==> config.mk <==
export PLATFORM = sky130hd
export DESIGN_NAME = fpnan_unit
export DESIGN_NICKNAME = d
export VERILOG_FILES = /design/src/rtl/fpnan_pkg.sv /design/src/rtl/fpnan_classify.sv /design/src/rtl/fpnan_select.sv /design/src/rtl/fpnan_unary.sv /design/src/rtl/fpnan_compare.sv /design/src/rtl/fpnan_unit.sv
export SDC_FILE = /design/constraint.sdc
export NUM_CORES = 1
export LEC_CHECK = 0
export BUFFER_PORTS_ARGS = -buffer_cell sky130_fd_sc_hd__buf_2
export CORE_ASPECT_RATIO = 0.9
export CORE_MARGIN = 2
export CORE_UTILIZATION = 50
export DETAILED_ROUTE_END_ITERATION = 16
export GPL_ROUTABILITY_DRIVEN = 0
export PLACE_DENSITY = 0.81
export SLEW_MARGIN = 0
export SYNTH_ARGS = -nofsm -noshare
export SYNTH_HDL_FRONTEND = slang
export SYNTH_SLANG_ARGS = --single-unit
==> constraint.sdc <==
create_clock -name clk -period 3.8 [get_ports clk]
set_clock_uncertainty 0.2 [all_clocks]
set_input_delay 0.76 -clock clk [delete_from_list [all_inputs] [get_ports clk]]
set_output_delay 0.76 -clock clk [all_outputs]
set_load 0.005 [all_outputs]
==> src/rtl/fpnan_pkg.sv <==
package fpnan_pkg;
    localparam int EXP_W  = 8;
    localparam int FRAC_W = 23;
    localparam int W      = 1 + EXP_W + FRAC_W;
    localparam int QBIT   = FRAC_W - 1;
    localparam int FLG_W  = 4;

    typedef enum logic [2:0] {
        OP_ARITH = 3'd0,
        OP_COPY  = 3'd1,
        OP_NEG   = 3'd2,
        OP_ABS   = 3'd3,
        OP_CMPQ  = 3'd4,
        OP_CMPS  = 3'd5,
        OP_MOVE  = 3'd6,
        OP_RSVD  = 3'd7
    } op_e;

    typedef struct packed {
        logic              sign;
        logic [EXP_W-1:0]  exp;
        logic [FRAC_W-1:0] frac;
    } fp_t;

    typedef struct packed {
        logic is_nan;
        logic is_snan;
        logic is_qnan;
        logic is_zero;
    } cls_t;

    typedef struct packed {
        logic [W-1:0]     result;
        logic [FLG_W-1:0] nzcv;
        logic             invalid;
        logic             passthru;
    } res_t;

    localparam logic [FLG_W-1:0] NZCV_EQ  = 4'b0110;
    localparam logic [FLG_W-1:0] NZCV_LT  = 4'b1000;
    localparam logic [FLG_W-1:0] NZCV_GT  = 4'b0010;
    localparam logic [FLG_W-1:0] NZCV_UN  = 4'b0011;
    localparam logic [FLG_W-1:0] NZCV_NONE = 4'b0000;

    localparam fp_t DEFAULT_NAN = '{sign: 1'b0,
                                    exp:  {EXP_W{1'b1}},
                                    frac: {1'b1, {(FRAC_W-1){1'b0}}}};

    function automatic fp_t quieten(fp_t x);
        fp_t y;
        y = x;
        y.frac[QBIT] = 1'b1;
        return y;
    endfunction
endpackage

==> src/rtl/fpnan_classify.sv <==
module fpnan_classify
    import fpnan_pkg::*;
(
    input  fp_t  x,
    output cls_t c
);
    logic exp_ones;
    logic frac_nz;

    always_comb begin
        exp_ones  = &x.exp;
        frac_nz   = |x.frac;
        c.is_nan  = exp_ones & frac_nz;
        c.is_qnan = exp_ones & frac_nz & x.frac[QBIT];
        c.is_snan = exp_ones & frac_nz & ~x.frac[QBIT];
        c.is_zero = (x.exp == '0) && (x.frac == '0);
    end
endmodule

==> src/rtl/fpnan_select.sv <==
module fpnan_select
    import fpnan_pkg::*;
(
    input  fp_t  a,
    input  fp_t  b,
    input  cls_t ca,
    input  cls_t cb,
    input  logic dn,
    output fp_t  nan_out,
    output logic any_nan,
    output logic any_snan
);
    always_comb begin
        any_snan = ca.is_snan | cb.is_snan;
        any_nan  = ca.is_nan  | cb.is_nan;
        if (!any_nan)
            nan_out = '0;
        else if (dn)
            nan_out = DEFAULT_NAN;
        else if (ca.is_snan)
            nan_out = quieten(a);
        else if (cb.is_snan)
            nan_out = quieten(b);
        else if (ca.is_qnan)
            nan_out = a;
        else
            nan_out = b;
    end
endmodule

==> src/rtl/fpnan_unary.sv <==
module fpnan_unary
    import fpnan_pkg::*;
(
    input  op_e op,
    input  fp_t a,
    output fp_t y
);
    always_comb begin
        y = a;
        unique case (op)
            OP_NEG:  y.sign = ~a.sign;
            OP_ABS:  y.sign = 1'b0;
            default: y.sign = a.sign;
        endcase
    end
endmodule

==> src/rtl/fpnan_compare.sv <==
module fpnan_compare
    import fpnan_pkg::*;
(
    input  fp_t               a,
    input  fp_t               b,
    input  cls_t              ca,
    input  cls_t              cb,
    output logic [FLG_W-1:0]  nzcv
);
    localparam int MAG_W = EXP_W + FRAC_W;

    logic [MAG_W-1:0] mag_a;
    logic [MAG_W-1:0] mag_b;
    logic             lt;

    always_comb begin
        mag_a = {a.exp, a.frac};
        mag_b = {b.exp, b.frac};
        lt    = 1'b0;
        if (ca.is_nan || cb.is_nan) begin
            nzcv = NZCV_UN;
        end else if ((ca.is_zero && cb.is_zero) || (a == b)) begin
            nzcv = NZCV_EQ;
        end else begin
            if (a.sign != b.sign)
                lt = a.sign;
            else if (a.sign)
                lt = mag_a > mag_b;
            else
                lt = mag_a < mag_b;
            nzcv = lt ? NZCV_LT : NZCV_GT;
        end
    end
endmodule

==> src/rtl/fpnan_unit.sv <==
module fpnan_unit
    import fpnan_pkg::*;
(
    input  logic             clk,
    input  logic             rst,
    input  logic             in_valid,
    input  logic [2:0]       in_op,
    input  logic             in_dn,
    input  logic [W-1:0]     in_a,
    input  logic [W-1:0]     in_b,
    output logic             out_valid,
    output logic [W-1:0]     out_result,
    output logic [FLG_W-1:0] out_nzcv,
    output logic             out_invalid,
    output logic             out_passthru
);
    localparam int NOPND = 2;

    op_e              op;
    fp_t              opnd [NOPND];
    cls_t             cls  [NOPND];
    fp_t              nan_out;
    fp_t              uny;
    logic             any_nan;
    logic             any_snan;
    logic [FLG_W-1:0] cmp_flags;
    res_t             nxt;
    res_t             q;
    logic             vld_q;

    assign op      = op_e'(in_op);
    assign opnd[0] = fp_t'(in_a);
    assign opnd[1] = fp_t'(in_b);

    for (genvar i = 0; i < NOPND; i++) begin : g_cls
        fpnan_classify u_cls (.x(opnd[i]), .c(cls[i]));
    end

    fpnan_select u_sel (
        .a(opnd[0]), .b(opnd[1]), .ca(cls[0]), .cb(cls[1]), .dn(in_dn),
        .nan_out(nan_out), .any_nan(any_nan), .any_snan(any_snan)
    );

    fpnan_unary u_uny (.op(op), .a(opnd[0]), .y(uny));

    fpnan_compare u_cmp (
        .a(opnd[0]), .b(opnd[1]), .ca(cls[0]), .cb(cls[1]), .nzcv(cmp_flags)
    );

    always_comb begin
        nxt = '0;
        unique case (op)
            OP_ARITH: begin
                if (any_nan) begin
                    nxt.result  = nan_out;
                    nxt.invalid = any_snan;
                end else begin
                    nxt.passthru = 1'b1;
                end
            end
            OP_COPY, OP_NEG, OP_ABS: nxt.result = uny;
            OP_CMPQ: begin
                nxt.nzcv    = cmp_flags;
                nxt.invalid = any_snan;
            end
            OP_CMPS: begin
                nxt.nzcv    = cmp_flags;
                nxt.invalid = any_nan;
            end
            default: nxt.result = in_a;
        endcase
    end

    always_ff @(posedge clk) begin
        if (rst) begin
            vld_q <= 1'b0;
            q     <= '0;
        end else begin
            vld_q <= in_valid;
            if (in_valid)
                q <= nxt;
        end
    end

    assign out_valid    = vld_q;
    assign out_result   = q.result;
    assign out_nzcv     = q.nzcv;
    assign out_invalid  = q.invalid;
    assign out_passthru = q.passthru;

    p_latency_r11: assert property (@(posedge clk) disable iff (rst)
        in_valid |=> out_valid);
    p_idle_r11: assert property (@(posedge clk) disable iff (rst)
        !in_valid |=> !out_valid);
    p_dnan_r4: assert property (@(posedge clk) disable iff (rst)
        (in_valid && op == OP_ARITH && in_dn && (cls[0].is_nan || cls[1].is_nan))
        |=> (out_result == DEFAULT_NAN));
    p_move_r10: assert property (@(posedge clk) disable iff (rst)
        (in_valid && op == OP_MOVE) |=> (!out_invalid && out_result == $past(in_a)));
    p_cmps_nan_r8: assert property (@(posedge clk) disable iff (rst)
        (in_valid && op == OP_CMPS && (cls[0].is_nan || cls[1].is_nan))
        |=> (out_invalid && out_nzcv == NZCV_UN));
    p_flags_legal_r9: assert property (@(posedge clk) disable iff (rst)
        out_valid |-> (out_nzcv == NZCV_NONE || out_nzcv == NZCV_EQ ||
                       out_nzcv == NZCV_LT   || out_nzcv == NZCV_GT || out_nzcv == NZCV_UN));
    p_pass_clean_r5: assert property (@(posedge clk) disable iff (rst)
        out_passthru |-> (!out_invalid && out_result == '0));
    p_sign_only_r6: assert property (@(posedge clk) disable iff (rst)
        (in_valid && (op == OP_NEG || op == OP_ABS || op == OP_COPY))
        |=> (!out_invalid && out_result[W-2:0] == $past(in_a[W-2:0])));
endmodule

==> results.cfg <==
[setup_path]
r2r-start = out_result[0]
r2r_setup_slack_ns = 2.77
cp-end-kind = flop
cp.arrival_ns = 2.73
crit_slowest_cell = nor4_1
ff2ff_path_depth = 2
critPathKind = input pin to flop
cp-start-kind = input pin
slowest_delay_ns = 0.38
crit_chain = buf_2 > nor4_1 > nand4_1 > o21ai_1 > o21bai_4 > mux2_1 > nand2_1 > a311oi_1
crit_fanout = 21
rr_endpoint = out_result[0]
worst_ep_required_time_ns = 3.79

[drt]
dr.pass1.iters = 6
drt-initial-drc-count = 177
dr_total_vias = 3340
drc = 0
viasPerCell = 5.93
drt-wirelength-per-cell_um = 16.0
antenna_left = 0
wl_mm = 9.01

[cts]
root_buffer = clkbuf_8
cts_tree = done
post_cts_resized = 0
numClockSinks = 39
cts_inserted_buffers = 5
clock_latency_ns = 0.29
ctsHoldBuffers = 0
cts-htree-levels = 2
cts_setup_buffers = 0
cts_buffer_depth = 2
path_clk_slew_ns = 0.08

[finish]
fillers = 524
num_antenna_cells = 0
regArea_um2 = 781
area_growth_pct = 21.4
multiInputGateArea_um2 = 1960
nets = 594
drive_gt1_share_pct = 26.0
final_cell_area_um2 = 3620

[synthesis]
syn_inst = 394
synth_top_area_share_pct = 26.2
synth_warnings = 0
yosys.area.top_type = dfxtp_1
ys_ff_latch = 39
avgSynthCellArea_um2 = 7.58
synth_fp_nets = 496
synthFlopType = dfxtp_1
synth_area_leaders = dfxtp_1 26%, ha_1 13%, mux2_1 7.2%, nand2_1 6.4%, nor2_1 6.0%
synth-edff-count = 0
synth_area_um2 = 2990
yosysSeqAreaShare_pct = 26.2
yosysUniqueCellTypes = 48
async_reset_ff_share_pct = 0

[grt]
antenna_found_initial = 0
grt_pass1_wl_mm = 14.7
grt_pass1_vias = 3173
grtUsageTotal_pct = 27.0
grt_max_degree = 41
grt_overflow_total = 0

[sta]
setup_viol = 0
fmax_mhz = 364
relSlewSlack_pct = 34.4
tns_ns = 0
slew_viol_final = 0
tightest_slew_ns = 0.984
worst_hold_slack_ns = 0.269
min_period_ns = 2.74
period_share_pct = 72.2
rsz0062_at_grt = no
setup_slack_ns = 1.06
finalHoldViolCount = 0

[place]
hpwlAfterDp_mm = 7.05
port_buffers = 109
placed_area_um2 = 3530
pre_cts_slack_ns = 0.793

[run_status]
outcome = finished, final reports clean

[pwr]
intPower_w = 0.000673
p_leak_nw = 1.73
p_sw_share_pct = 32.6
pwr-share-comb_pct = 26.6
power_w = 0.000999
ir_worst_vdd_v = 0.000173
switching_power_w = 0.000326
p_per_area_nw_per_um2 = 276
clock_power_share_pct = 28.8
p_seq_share_pct = 44.7

[die]
initial_utilization_pct = 52.1
die_w_um = 85.5
rows = 26
die_area_um2 = 6610
io_pins = 110
die_h_um = 77.3
core_area_um2 = 5730

[hold_path]
hold_class = flop to flop
hold_path_end = out_nzcv[2]
holdPathStages = 2
hp-start = out_nzcv[2]

[run]
cap_violations = 0
==> critical path: cells and delay by family <==
kind / cells / cell delay (ns)
compound gates: 3 / 0.96
buf+inv: 1 / 0.11
simple gates: 3 / 0.62
mux: 1 / 0.28
==> synth_stat cells, types with 3 or more instances <==
master	count
and4_1	3
nand2_1	51
nor4_1	13
nor2_1	48
nand4_1	10
nand3_1	7
a21oi_1	23
dfxtp_1	39
mux2_1	19
a211oi_1	4
nor3_1	15
a311oi_1	18
o21ai_0	11
o21ai_1	5
clkbuf_1	14
inv_1	38
ha_1	31
a31oi_1	5
==> worst max path at each step <==
| stage | start | to | slack (ns) | cells after the start |
|---|---|---|---|---|
| after floorplan | in_a[9] | out_result[31] | 1.17 | 8 |
| after CTS | in_b[13] | out_nzcv[3] | 1.09 | 10 |
| final | in_b[19] | out_result[0] | 1.06 | 8 |
| after global routing | in_b[25] | out_nzcv[1] | 0.95 | 10 |
| after detailed placement | in_b[19] | out_result[0] | 0.79 | 8 |
| after global placement | in_b[19] | out_result[15] | 0.82 | 9 |
==> per-stage QoR <==
step | std cells | utilization, %
2_1_floorplan | 394 | -
5_1_grt | 563 | 63.3
3_5_place_dp | 555 | 61.7
4_1_cts | 563 | 63.3
6_report | 563 | 63.3
3_3_place_gp | 555 | 61.7
==> placed cells by master, fill, tap and decap left out, drive strengths merged, types with 3 or more instances in the layout <==
master / n
buf: 111
nand2: 51
nor2: 48
dfxtp: 39
inv: 38
ha: 31
a21oi: 23
mux2: 19
a311oi: 19
o21ai: 17
nor3: 16
nor4: 13
nand4: 10
nand3: 7
a31oi: 5
clkbuf: 5
a211oi: 4
and4: 3
==> cells by family after synthesis <==
family,count (synthesis),synth area share [%]
compound gates,85,19.7
xor+xnor,1,0.293
buf+inv,58,8.09
fa+ha+maj,31,13.0
mux,20,7.50
simple gates,160,25.2
flops,39,26.2
==> sequential cells by signal (all words and copies together), names as in the netlist <==
signal        flops
out_invalid       1
out_nzcv          4
out_passthru      1
out_result       32
out_valid         1
==> final cells by class <==
type | instances | share of cell area, %
clock inverter | 3 | 0.552
multi-input combinational | 297 | 54.2
sequential | 39 | 21.5
inverter | 38 | 3.94
tap | 70 | 2.42
timing repair buffer | 111 | 15.5
clock buffer | 5 | 1.90
==> per-layer routing <==
layer	track usage, %	wire length [um]	part of all wire, %	vias to the layer above
met5	0	0	0	-
met4	13.0	311	3.5	0
met3	5.71	646	7.2	31
met2	42.4	4140	46	149
met1	35.0	3910	43	1541
li1	-	-	-	1619
==> power groups by stage <==
stage | logic (W) | clock network, W | registers (W)
after floorplan | 0.000137 | 0 | 0.000457
after global placement | 0.000250 | 0 | 0.000454
after detailed placement | 0.000260 | 0 | 0.000456
after CTS | 0.000262 | 0.000294 | 0.000446
after global routing | 0.000297 | 0.000307 | 0.000450
final | 0.000265 | 0.000288 | 0.000446
Note: power is estimated with default switching activity, not from simulation.
